<file path="src/rtl/dsc_pkg.sv">
package dsc_pkg;

    localparam int REG_W   = 32;
    localparam int CHSEL_W = 3;
    localparam int BURST_W = 2;

    typedef enum logic [BURST_W-1:0] {
        BURST_SINGLE = 2'b00,
        BURST_INC4   = 2'b01,
        BURST_INC8   = 2'b10,
        BURST_INC16  = 2'b11
    } burst_e;

    typedef struct packed {
        logic [3:0]         rsv_hi;
        logic [CHSEL_W-1:0] chan_sel;
        burst_e             mem_burst;
        burst_e             per_burst;
        logic               rsv_mid;
        logic               cur_tgt;
        logic               dbl_buf;
        logic [1:0]         prio;
        logic               per_ofs_fixed;
        logic [1:0]         mem_size;
        logic [1:0]         per_size;
        logic               mem_inc;
        logic               per_inc;
        logic               circ;
        logic [1:0]         xfer_dir;
        logic               per_flow;
        logic               ie_done;
        logic               ie_half;
        logic               ie_err;
        logic               ie_dm;
        logic               enable;
    } cfg_t;

    // Reserved positions are zeroed before anything is stored.
    function automatic cfg_t scrub(input logic [REG_W-1:0] word);
        cfg_t c;
        c = cfg_t'(word);
        c.rsv_hi  = '0;
        c.rsv_mid = 1'b0;
        return c;
    endfunction

endpackage

</file>
<file path="src/rtl/dsc_write_filter.sv">
module dsc_write_filter
    import dsc_pkg::*;
(
    input  cfg_t             cur,
    input  logic             wr_en,
    input  logic [REG_W-1:0] wr_data,
    input  logic             direct_mode,
    input  logic             stream_stop,
    output cfg_t             nxt,
    output logic             tgt_load,
    output logic             tgt_value
);

    cfg_t incoming;

    always_comb begin
        incoming  = scrub(wr_data);
        nxt       = cur;
        tgt_load  = 1'b0;
        tgt_value = incoming.cur_tgt;

        if (wr_en) begin
            if (!cur.enable) begin
                nxt      = incoming;
                tgt_load = 1'b1;
            end else begin
                // Locked stream: only the run bit is open to software.
                nxt.enable = incoming.enable;
            end
        end

        // A hardware stop outranks a software enable.
        if (stream_stop) begin
            nxt.enable = 1'b0;
        end

        if (direct_mode) begin
            nxt.per_burst = BURST_SINGLE;
            if (nxt.enable) begin
                nxt.mem_burst = BURST_SINGLE;
            end
        end
    end

endmodule

</file>
<file path="src/rtl/dsc_target_tracker.sv">
module dsc_target_tracker (
    input  logic running,
    input  logic dbl_buf,
    input  logic buffer_done,
    input  logic sw_load,
    input  logic sw_value,
    input  logic cur_tgt,
    output logic nxt_tgt
);

    always_comb begin
        if (sw_load) begin
            nxt_tgt = sw_value;
        end else if (running && dbl_buf && buffer_done) begin
            nxt_tgt = ~cur_tgt;
        end else begin
            nxt_tgt = cur_tgt;
        end
    end

endmodule

</file>
<file path="src/rtl/dsc_decode.sv">
module dsc_decode
    import dsc_pkg::*;
#(
    parameter int NUM_CHAN = 8,
    parameter int BEAT_W   = 5,
    localparam int CHAN_W  = $clog2(NUM_CHAN)
) (
    input  logic [CHAN_W-1:0]   chan_sel,
    input  burst_e              mem_burst,
    input  burst_e              per_burst,
    output logic [CHAN_W-1:0]   chan_id,
    output logic [NUM_CHAN-1:0] chan_onehot,
    output logic [BEAT_W-1:0]   mem_beats,
    output logic [BEAT_W-1:0]   per_beats
);

    function automatic logic [BEAT_W-1:0] beats_of(input burst_e code);
        if (code == BURST_SINGLE) begin
            return BEAT_W'(1);
        end
        return BEAT_W'(2) << code;
    endfunction

    assign chan_id   = chan_sel;
    assign mem_beats = beats_of(mem_burst);
    assign per_beats = beats_of(per_burst);

    for (genvar gi = 0; gi < NUM_CHAN; gi++) begin : g_chan
        assign chan_onehot[gi] = (chan_sel == CHAN_W'(gi));
    end

endmodule

</file>
<file path="src/rtl/dma_stream_ctrl.sv">
module dma_stream_ctrl
    import dsc_pkg::*;
#(
    parameter int NUM_CHAN  = 8,
    parameter int MAX_BEATS = 16,
    localparam int CHAN_W   = $clog2(NUM_CHAN),
    localparam int BEAT_W   = $clog2(MAX_BEATS + 1)
) (
    input  logic                clk,
    input  logic                rst,
    input  logic                wr_en,
    input  logic [REG_W-1:0]    wr_data,
    input  logic                direct_mode,
    input  logic                buffer_done,
    input  logic                stream_stop,
    output logic [REG_W-1:0]    rd_data,
    output logic                stream_on,
    output logic                current_target,
    output logic [CHAN_W-1:0]   chan_id,
    output logic [NUM_CHAN-1:0] chan_onehot,
    output logic [BEAT_W-1:0]   mem_beats,
    output logic [BEAT_W-1:0]   per_beats
);

    cfg_t cfg_q;
    cfg_t filt_nxt;
    cfg_t cfg_d;
    logic tgt_load;
    logic tgt_value;
    logic tgt_nxt;

    dsc_write_filter u_filter (
        .cur         (cfg_q),
        .wr_en       (wr_en),
        .wr_data     (wr_data),
        .direct_mode (direct_mode),
        .stream_stop (stream_stop),
        .nxt         (filt_nxt),
        .tgt_load    (tgt_load),
        .tgt_value   (tgt_value)
    );

    dsc_target_tracker u_target (
        .running     (cfg_q.enable),
        .dbl_buf     (cfg_q.dbl_buf),
        .buffer_done (buffer_done),
        .sw_load     (tgt_load),
        .sw_value    (tgt_value),
        .cur_tgt     (cfg_q.cur_tgt),
        .nxt_tgt     (tgt_nxt)
    );

    always_comb begin
        cfg_d         = filt_nxt;
        cfg_d.cur_tgt = tgt_nxt;
    end

    always_ff @(posedge clk) begin
        if (rst) begin
            cfg_q <= '0;
        end else begin
            cfg_q <= cfg_d;
        end
    end

    dsc_decode #(
        .NUM_CHAN (NUM_CHAN),
        .BEAT_W   (BEAT_W)
    ) u_decode (
        .chan_sel    (cfg_q.chan_sel),
        .mem_burst   (cfg_q.mem_burst),
        .per_burst   (cfg_q.per_burst),
        .chan_id     (chan_id),
        .chan_onehot (chan_onehot),
        .mem_beats   (mem_beats),
        .per_beats   (per_beats)
    );

    assign rd_data        = cfg_q;
    assign stream_on      = cfg_q.enable;
    assign current_target = cfg_q.cur_tgt;

endmodule

</file>
<file path="config.mk">
export PLATFORM = sky130hd
export DESIGN_NAME = dma_stream_ctrl
export DESIGN_NICKNAME = d
export VERILOG_FILES = /design/src/rtl/dsc_pkg.sv /design/src/rtl/dsc_write_filter.sv /design/src/rtl/dsc_target_tracker.sv /design/src/rtl/dsc_decode.sv /design/src/rtl/dma_stream_ctrl.sv
export SDC_FILE = /design/constraint.sdc
export NUM_CORES = 1
export LEC_CHECK = 0
export BUFFER_PORTS_ARGS = -buffer_cell sky130_fd_sc_hd__buf_4
export CAP_MARGIN = 5
export CORE_MARGIN = 8
export CORE_UTILIZATION = 30
export CTS_CLUSTER_DIAMETER = 100
export DETAILED_ROUTE_END_ITERATION = 10
export SETUP_SLACK_MARGIN = 0.4
export SLEW_MARGIN = 40
export SYNTH_ARGS = -nofsm -noshare
export SYNTH_HDL_FRONTEND = slang
export SYNTH_SLANG_ARGS = --single-unit
</file>
<file path="constraint.sdc">
create_clock -name clk -period 1.4 [get_ports clk]
set_clock_uncertainty 0.05 [all_clocks]
set_input_delay 0.21 -clock clk [delete_from_list [all_inputs] [get_ports clk]]
set_output_delay 0.21 -clock clk [all_outputs]
set_load 0.01 [all_outputs]
</file>
# After elaboration in Yosys (flattened, before gate mapping)
# Cells that the tools add are included.
# word_totals
latch_bits	0
input_bits	38
mem_count	0
output_inout_bits	55
ramBits	0
word_cells	53
mem_bits_ro	0
regBits	27
# op_classes
n_mux	15
n_div	0
bitwise	2
n_shift	2
eq_ne	7
n_reduce_logical	8
order_cmp	0
addsub	0
mul	0
# op_table
op	n
$mux 25	1
$mux 24	1
$mux 5	4
$eq 3x3->1 const B	4
$shl 2x2->5 const A	2
$mux 1	7
$eq 3x2->1 const B	2
$logic_not 2->1	2
$mux 4	1
$eq 3x1->1 const B	1
$logic_not 3->1	1
$logic_and 1x1->1	2
$mux 2	1
$not 1->1	2
$reduce_and 2->1	1
$reduce_bool 2->1	1
$reduce_or 2->1	1

# Depth between registers and ports, before layout
# Gate-level depths: netlist of the first run.
# depth
depth_word	5
depth_mapped	5
mapped_depth_nobuf	3

# Modules after synthesis
# A second synthesis of the first run with hierarchy kept.
# unflattened
cells_unflattened	187
area_unflattened_um2	1472.7
# by_module_without_submodules
mod	instances	cells_each	area_per_inst_um2	seq_area_each_um2
dma_stream_ctrl	1	69	878.3	640.6
dsc_write_filter	1	92	420.4	0.0
dsc_decode	1	22	151.4	0.0
dsc_target_tracker	1	4	22.5	0.0

# Worst setup path before layout of the first run
# Ideal clock, no wire load.
# synth_path
path_type	reg2out
from	register cfg_q (netlist bit rd_data[26])
to	output port chan_onehot[2]
required_ps	1140
stages_incl_launch_ff	3
n_path_buf	1
arrival_time_ps	957
setup_slack_ps	183
path_cell_list	dfxtp_1 -> clkbuf_1 -> nor3b_1
# synth_between
elab_chain_cells	1
# synth_rtl
element	line_no	source
start, declared	dma_stream_ctrl.sv:25	cfg_t cfg_q;
start signal, assigned	dma_stream_ctrl.sv:62	cfg_q <= cfg_d;
$eq 3x2->1	dsc_decode.sv:29	assign chan_onehot[gi] = (chan_sel == CHAN_W'(gi));
end, declared	dma_stream_ctrl.sv:20	output logic [NUM_CHAN-1:0] chan_onehot,
# No other way between the ends.

# Worst setup path in the final report of the first run
# Same ends and word-level chain as after synthesis.

==> results of run 1 <==
[how the worst max path moves through the flow]
stage | start | to | slack (ps) | cells after the start
final | rd_data[26]$_SDFFE_PP0P_ | chan_onehot[2] | 110 | 2
after floorplan | stream_on$_SDFF_PP0_ | current_target$_SDFFE_PP0P_ | 390 | 4
after detailed placement | wr_en | rd_data[17]$_SDFFE_PP0P_ | 120 | 5
after CTS | rd_data[25]$_SDFFE_PP0P_ | chan_onehot[1] | 90 | 2
after global routing | rd_data[25]$_SDFFE_PP0P_ | chan_onehot[1] | 40 | 2
after global placement | wr_en | rd_data[17]$_SDFFE_PP0P_ | 130 | 5
[synthesized netlist by cell type]
cell / n
nor2_1: 5
nor3_1: 4
a311oi_1: 1
a221oi_1: 2
mux2i_1: 3
nand2b_1: 1
a21oi_1: 21
nand2_1: 47
nor4_1: 1
clkbuf_1: 5
and3b_1: 2
dfxtp_1: 27
and2_1: 2
conb_1: 1
nor2b_2: 1
buf_2: 1
buf_4: 13
nor2b_1: 4
nor3b_1: 3
and4_1: 1
and3_1: 1
buf_6: 6
[registers in the layout (all words and copies together), names as in the netlist]
name            count
current_target      1
stream_on           1
rd_data            25
[metrics by stage]
stage | cells | hold slack, ps | area [um2] | setup slack (ps) | utilization
after floorplan | 158 | 227 | 1330 | 386 | -
after global placement | 266 | 324 | 1800 | 131 | 0.453
after detailed placement | 266 | 332 | 1800 | 120 | 0.453
after CTS | 281 | 34.1 | 2170 | 91.3 | 0.548
after global routing | 285 | 45.8 | 2490 | 39.1 | 0.626
final | 285 | 56.6 | 2490 | 107 | 0.626
[logic make-up (layout without fill, tap and decap cells)]
kind of cell    count (synthesis)  after routing  synth area share
compound gates                 24             24             0.107
other cells                     1              7           0.00306
mux                             3              3            0.0245
flops                          27             27             0.442
buf+inv                        25            100             0.154
simple gates                   72             74             0.269
[metal layers]
layer	vias to the layer above	GRT usage
met4	0	0.0109
met3	2	0.0721
li1	640	-
met1	600	0.137
met5	-	0
met2	58	0.209
[final cells by class]
class | instances | area share
Tap cell | 50 | 0.0252
Sequential cell | 27 | 0.239
Timing Repair Buffer | 96 | 0.370
Clock buffer | 3 | 0.0166
Multi-Input combinational cell | 108 | 0.346
Clock inverter | 1 | 0.00252
[timing repair]
item,CTS,global route
buffers inserted,9,4
pin swaps,20,33
setup endpoints to repair,71,73
gates resized for setup,75,75
cloned,2,0
hold endpoints to repair,0,0
[where the power goes]
group          total (mW)  switching (mW)  leakage, nW  internal (mW)
logic               0.554           0.241        0.863          0.314
clock network       0.447           0.244       0.0260          0.203
registers           0.867          0.0559        0.235          0.811
total                1.87           0.540         1.12           1.33
==> summary.md, run 1 <==
| Metric | Value |
|---|---|
| Post-cts hold buffer count | `0` |
| Yosys cell types | `22` |
| Layout cells sized above 1 | `0.809` |
| Period utilisation layout | `0.924` |
| Top-area cell type share of the netlist area | `0.442` |
| HPWL after detailed placement | `around 2.7 mm` |
| Initial Util | `0.308` |
| Reg2Reg Launch Point | `stream_on$_SDFF_PP0_` |
| Multi-input logic area | `roughly 860 um2` |
| Area growth, synth to finish | `103%` |
| Commonest non-fill, non-tap cell in the layout | `buf_4` |
| HP Start | `stream_stop` |
| Total gr overflow | `0` |
| Fin crit period | `between 1000 and 1500 ps` |
| Syn avg cell area | `about 8.1 um2` |
| Buf/Inv on CP | `1` |
| Post-Syn Instances | `about 150` |
| Startpoint types | `register` |
| Via count | `1300` |
| First-pass GRT wire length | `about 6.5 mm` |
| Crit end category | `output pin` |
| Final nets | `274` |
| Antenna cells | `0` |
| FP Rows | `23` |
| Outcome | `finished, final reports clean` |
| Max Cap Viol | `0` |
| Most used cells in the layout excluding fill and tap cells | `53 x buf_4, 38 x buf_6, 25 x nand2_1` |
| CP delay by family, top | `flip-flops` |
| Total CTS buffers | `3` |
| Wl on met1 | `roughly 1.6 mm` |
| Die Span X | `between 70 and 80 um` |
| Top sig layer | `met4` |
| Slowest cell delay on critical path | `~430 ps` |
| Slew Viols, Final | `0` |
| Register area | `594 um2` |
| Height of the die | `roughly 80 um` |
| Largest net degree at the start of global routing | `28` |
| Port Buffers | `80` |
| Vias in the first global route | `between 1000 and 1500` |
| Setup-failing EPs final | `0` |
| Crit-path slowest cell | `dfxtp_4` |
| CTS tree | `yes` |
| WL met2 | `around 2.2 mm` |
| Antenna violations before repair | `0` |
| Worst Hold End | `stream_on$_SDFF_PP0_` |
| Crit path max fanout | `9` |
| RSZ-0062 raised after global routing | `yes` |
| Starting DRC count in detailed routing | `23` |
| Clk root buf | `clkbuf_8` |
| Ranking of synthesized cells by area | `dfxtp_1 44%, nand2_1 14%, a21oi_1 8.6%, buf_4 8.0%, buf_6 5.5%` |
| Met3 WL | `576 um` |
| First drt pass iteration count | `2` |
| R2R Setup Slk | `280 ps` |
| Wire per inst | `approximately 16 um` |
| Synth Register Bits | `27` |
| Power Density | `752 nW/um2` |
| Seq/Total Area, Yosys | `0.442` |
| Yosys warnings | `0` |
| Post-synth top area cell | `dfxtp_1` |
| Sum Neg Setup Slack | `0 ps` |
| Detailed-route DRC error count | `0` |
| Worst min-delay path class | `input port to register` |
| WHS Path Cells | `2` |
| Detailed-route vias per instance | `between 4 and 5` |
| Worst path required time | `~1100 ps` |
| Final wirelength | `approximately 4.4 mm` |
| Longest Clk Path Bufs | `2` |
| CTS sink count | `27` |
| Kind of critical path | `register to output pin` |
| FF-to-FF path depth | `5` |
| Peak VDD IR | `0.602 mV` |
| Power, Total | `between 1.5 and 2 mW` |
| Fmax | `773 MHz` |
| Core area | `between 3000 and 4000 um2` |
| Clk_lat worst skew | `between 200 and 300 ps` |
| Antenna-violating nets left | `0` |
| H-tree Lvls | `1` |
| GRT Overall Usage | `0.124` |
| Mapped Area | `about 1200 um2` |
| I/O pin total | `93` |
| Fillers | `353` |
| Gpl congestion | `roughly 0.7` |
| Arrival @ worst endpoint | `1030 ps` |
| Fin. Hold Viols | `0` |
| DIE AREA | `~6400 um2` |
| Reg-to-reg endpoint | `rd_data[14]$_SDFFE_PP0P_` |
| Crit-path cells | `nor3b_4 -> buf_4` |
| Pleak | `~1.1 nW` |
| Worst-path clk slew | `90 ps` |
Power figures use the tool's default switching activity.
==> run 2, diff against run 1 <==
- ABC_AREA: unset -> 1
==> run 2 against run 1 <==
Compared with the run above:
- synthesized cell count grew 13%
- sequential power grew 4.4%
- area after synthesis shrank 0.41%
- final area grew 7.2%
- sequential cell count is the same
- critical path depth grew 1
- clock-buffer cell count is the same
- critical path type unchanged
- largest cell class unchanged
- largest power group unchanged
==> summary.md, run 2 <==
| Metric | Value |
|---|---|
| Antenna cells | `0` |
| Crit end category | `output pin` |
| CTS tree | `yes` |
| Layout cells sized above 1 | `0.748` |
| Post-route cell area | `around 2700 um2` |
| DIE AREA | `between 6000 and 7000 um2` |
| I/O pin total | `between 90 and 100` |
| FP Rows | `23` |
| Final nets | `roughly 310` |
| Pleak | `approximately 1.2 nW` |
| Worst-path clk slew | `about 90 ps` |
| Post-Syn Instances | `172` |
| Most used cells in the layout excluding fill and tap cells | `56 x buf_4, 45 x buf_6, 24 x nor2_1` |
| Syn avg cell area | `roughly 7 um2` |
| Yosys cell types | `18` |
| First-pass GRT wire length | `6.13 mm` |
| Die Span X | `79.7 um` |
| Most common cell in the synthesized netlist | `nor2_1` |
| Worst path required time | `~1100 ps` |
| Max FFs per register | `25` |
| Post-synth top flop | `dfxtp_1` |
| Core area | `3940 um2` |
| Sum Neg Setup Slack | `0 ps` |
| Detailed-route DRC error count | `0` |
| Largest net degree at the start of global routing | `16` |
| Yosys warnings | `0` |
| Commonest cells in the synthesized netlist | `49 x nor2_1, 27 x dfxtp_1, 18 x inv_1` |
| Final core occ | `0.676` |
| Cell Area, Placed | `roughly 1900 um2` |
| Setup-failing EPs final | `0` |
| Synth Register Bits | `27` |
| First drt pass iteration count | `3` |
| Ys async rst share | `0` |
| RSZ-0062 raised after global routing | `yes` |
| Area growth, synth to finish | `119%` |
| Peak VDD IR | `0.406 mV` |
| Startpoint types | `register` |
| HPWL after detailed placement | `2.83 mm` |
| Seq/Total Area, Yosys | `0.444` |
| Clk_lat worst skew | `270 ps` |
| Number of synthesized flops with an enable pin | `0` |
| Mapped Area | `1220 um2` |
| Wire per inst | `between 10 and 15 um` |
| Antenna-violating nets left | `0` |
| Antenna violations before repair | `0` |
| Height of the die | `79.7 um` |
| Slew Viols, Final | `0` |
| Outcome | `finished, final reports clean` |
| Commonest non-fill, non-tap cell in the layout | `buf_4` |
| Kind of critical path | `register to output pin` |
| Total gr overflow | `0` |
| Starting DRC count in detailed routing | `53` |
| Power Density | `~790 nW/um2` |
| Clk root buf | `clkbuf_8` |
| Arrival @ worst endpoint | `between 1000 and 1500 ps` |
| H-tree Lvls | `1` |
| Fin. Hold Viols | `0` |
| Vias in the first global route | `about 1300` |
| Longest Clk Path Bufs | `2` |
| Hold WS | `~43 ps` |
| GRT Overall Usage | `0.118` |
| Top-area cell type share of the netlist area | `0.444` |
| Period utilisation layout | `0.970` |
| Port Buffers | `80` |
| Fmax | `~740 MHz` |
| Max Cap Viol | `0` |
| Ranking of synthesized cells by area | `dfxtp_1 44%, nor2_1 15%, buf_4 9.2%, o21ai_0 6.6%, inv_1 5.5%` |
| Detailed-route vias per instance | `approximately 4.5` |
| Post-synth top area cell | `dfxtp_1` |
| Gpl congestion | `0.688` |
| Fin crit period | `1360 ps` |
| Via count | `approximately 1400` |
| Crit path max fanout | `5` |
| Initial Util | `0.309` |
| Worst min-delay path class | `input port to register` |
| Total CTS buffers | `3` |
| CTS sink count | `27` |
| Final wirelength | `~4.6 mm` |
-- run 2: cell count changes in the layout (fill, tap and decap cells not counted), sizes merged, moves of 4 or more --
cell / previous run / this run
nand3: 0 / 6
o21ai: 0 / 21
nand2: 47 / 14
buf: 96 / 105
inv: 1 / 17
nor3: 4 / 8
nor2: 5 / 49
nor2b: 5 / 0
a21oi: 21 / 5
-- run 2: logic make-up (layout without fill, tap and decap cells) --
kind of cell,after synthesis,after routing,synth area share
compound gates,26,26,0.110
simple gates,79,79,0.265
flops,27,27,0.444
other cells,1,7,0.00308
buf+inv,39,131,0.179
-- run 2: worst max-delay path: stages (launching register included) --
cell	delay [ps]
dfxtp_4	360
buf_6	140
nor3_2	180
buf_4	150
-- run 2: final timing paths --
kind	cells past startpoint	slack, ps	to	from
setup / recovery	3	40	chan_onehot[0]	rd_data[27]$_SDFFE_PP0P_
setup reg to reg	6	320	rd_data[5]$_SDFFE_PP0P_	stream_on$_SDFF_PP0_
hold reg to reg	2	440	rd_data[13]$_SDFFE_PP0P_	rd_data[13]$_SDFFE_PP0P_
hold / removal	2	40	stream_on$_SDFF_PP0_	rst
-- run 2: power breakdown --
group,switching [mW],internal (mW)
sequential,0.0754,0.829
clock,0.243,0.199
combinational,0.319,0.430
-- run 2: per-layer routing --
layer | share of wire | vias up | GRT usage
li1 | - | 713 | -
met1 | 0.42 | 654 | 0.135
met2 | 0.48 | 57 | 0.202
met3 | 0.10 | 2 | 0.0439
met4 | 0.0050 | 0 | 0.0273
met5 | 0 | - | 0
-- run 2: layout make-up --
type                            count  area (um2)
Fill cell                         324        1280
Timing Repair Buffer              108        1100
Multi-Input combinational cell    112         758
Sequential cell                    27         599
Inverter                           19         103
Tap cell                           50        62.6
Clock buffer                        3        41.3
Clock inverter                      1        5.00
-- run 2: repair_timing --
item                                    CTS  global route
cloned                                    2             3
hold buffers                              0             0
resized for setup                        76           101
endpoints found under the setup margin   66            75
pin swaps                                 6            19
setup buffers                             9            10
-- run 2: through the flow --
step	setup WS (ps)	total power, mW	std cells
after CTS	84.1	1.92	307
after detailed placement	230	1.35	292
after global routing	-10.2	2.22	320
after floorplan	357	1.13	178
after global placement	279	1.34	292
final	41.5	2.10	320
==> run 3, diff against run 2 <==
==> constraint.sdc (replaced) <==
create_clock -name clk -period 1.4 [get_ports clk]
set_clock_uncertainty 0.05 [all_clocks]
set_input_delay 0.28 -clock clk [delete_from_list [all_inputs] [get_ports clk]]
set_output_delay 0.28 -clock clk [all_outputs]
set_load 0.01 [all_outputs]
==> run 3 against run 2 <==
Compared with the run above:
- the flow now finishes with violations (setup timing)
- utilization is 1.4 points lower
- clock power increased by 1%
- critical endpoint is now chan_onehot[4]
- clock-buffer cell count did not move
- register-to-register slack got worse by 80 ps
- combinational power down 5.7%
==> summary.md, run 3 (synthesis gave the netlist of run 2 again) <==
| Metric | Value |
|---|---|
| HPWL after detailed placement | `roughly 2.8 mm` |
| RSZ-0062 raised after global routing | `yes` |
| Largest net degree at the start of global routing | `17` |
| Detailed-route vias per instance | `4.50` |
| Startpoint types | `register` |
| WHS Path Cells | `2` |
| Max Cap Viol | `0` |
| Final core occ | `0.662` |
| Failing checks | `setup timing` |
| Final nets | `306` |
| Fillers | `between 300 and 400` |
| Fin. Hold Viols | `0` |
| Setup WS post-layout | `-28.0 ps` |
| HP Start | `rst` |
| Kind of critical path | `register to output pin` |
| FP Rows | `23` |
| Antenna-violating nets left | `0` |
| First-pass GRT wire length | `~6.4 mm` |
| Initial Util | `0.309` |
| Antenna cells | `0` |
| Fin crit period | `1430 ps` |
| Fmax | `~700 MHz` |
| Most used cells in the layout excluding fill and tap cells | `51 x buf_4, 45 x buf_6, 32 x nor2_1` |
| Worst path required time | `around 1100 ps` |
| Power Density | `790 nW/um2` |
| CTS sink count | `27` |
| Layout cells sized above 1 | `0.723` |
| Total CTS buffers | `3` |
| FF-to-FF path depth | `7` |
| Port Buffers | `80` |
| Slew Viols, Final | `0` |
| Post-cts hold buffer count | `0` |
| Reg2Reg Launch Point | `stream_on$_SDFF_PP0_` |
| Placed cell count | `between 200 and 300` |
| Setup-failing EPs final | `5` |
| Power, Total | `2.06 mW` |
| Core area | `~4000 um2` |
| Period utilisation layout | `1.02` |
| Area growth, synth to finish | `114%` |
| I/O pin total | `93` |
| GRT Overall Usage | `0.126` |
| Die Span X | `around 80 um` |
| Max FFs per register | `25` |
| Vias in the first global route | `between 1000 and 1500` |
| H-tree Lvls | `1` |
| Final wirelength | `between 4 and 5 mm` |
| Post-Layout Cell Count | `317` |
| Clk_lat worst skew | `around 270 ps` |
| DIE AREA | `6360 um2` |
| CTS tree | `yes` |
| Pleak | `1.19 nW` |
| Via count | `1427` |
| Worst min-delay path class | `input port to register` |
| Longest Clk Path Bufs | `2` |
| Antenna violations before repair | `0` |
| Height of the die | `79.7 um` |
| Detailed-route DRC error count | `0` |
| Crit path max fanout | `7` |
| Worst setup path startpoint | `rd_data[27]$_SDFFE_PP0P_` |
| Arrival @ worst endpoint | `around 1100 ps` |
| First drt pass iteration count | `2` |
| Clk root buf | `clkbuf_8` |
| Post-route cell area | `between 2000 and 3000 um2` |
| Crit end category | `output pin` |
| Total gr overflow | `0` |
| Wire per inst | `approximately 14 um` |
| Cell Area, Placed | `1890 um2` |
| Starting DRC count in detailed routing | `53` |
| Outcome | `finished, violations left` |
| Worst-path clk slew | `around 100 ps` |
| Peak VDD IR | `approximately 0.73 mV` |
| Commonest non-fill, non-tap cell in the layout | `buf_4` |
| Gpl congestion | `roughly 0.68` |
==> run 3: routing by layer <==
metal,up-vias,track usage,share of wire
met5,-,0,0
met4,0,0.0291,0.0089
met3,4,0.0619,0.10
met2,55,0.233,0.51
met1,653,0.122,0.38
li1,715,-,-
==> run 3: worst paths after layout <==
path | endpoint | slack (ps)
max | chan_onehot[4] | -30
max reg2reg | current_target$_SDFFE_PP0P_ | 240
min | stream_on$_SDFF_PP0_ | 110
min reg2reg | rd_data[4]$_SDFFE_PP0P_ | 430
==> run 3: layout make-up <==
class,count,area (um2),share of cell area
Timing Repair inverter,3,22.5,0.00862
Sequential cell,27,597,0.229
Multi-Input combinational cell,112,738,0.283
Timing Repair Buffer,102,1030,0.395
Tap cell,50,62.6,0.0240
Clock buffer,3,41.3,0.0158
Clock inverter,1,7.51,0.00287
Inverter,19,110,0.0422
==> run 3: per-stage QoR <==
step                      setup slack, ps  TNS (ps)  hold slack [ps]
final                               -28.0     -62.9              106
after global routing                -77.0      -342             98.1
after CTS                           -6.69     -16.7              103
after detailed placement             51.2         0              396
after global placement               65.8         0              399
after floorplan                       376         0              293
==> run 3: report_power, final <==
part | internal, mW | total, mW | switching, mW
combinational | 0.396 | 0.706 | 0.310
clock | 0.202 | 0.448 | 0.247
sequential | 0.830 | 0.908 | 0.0778
total | 1.43 | 2.06 | 0.635
==> run 3: critical path, stage by stage, from the launching register on <==
cell,delay (ps)
dfxtp_4,450
inv_8,60
nor3_4,190
buf_6,130
==> run 3: what timing repair did <==
action                     4_1_cts  5_1_grt
setup endpoints to repair       74       74
cloned                           6        0
resized for setup              115       42
pin swaps                       24       18
buffers inserted                10        6
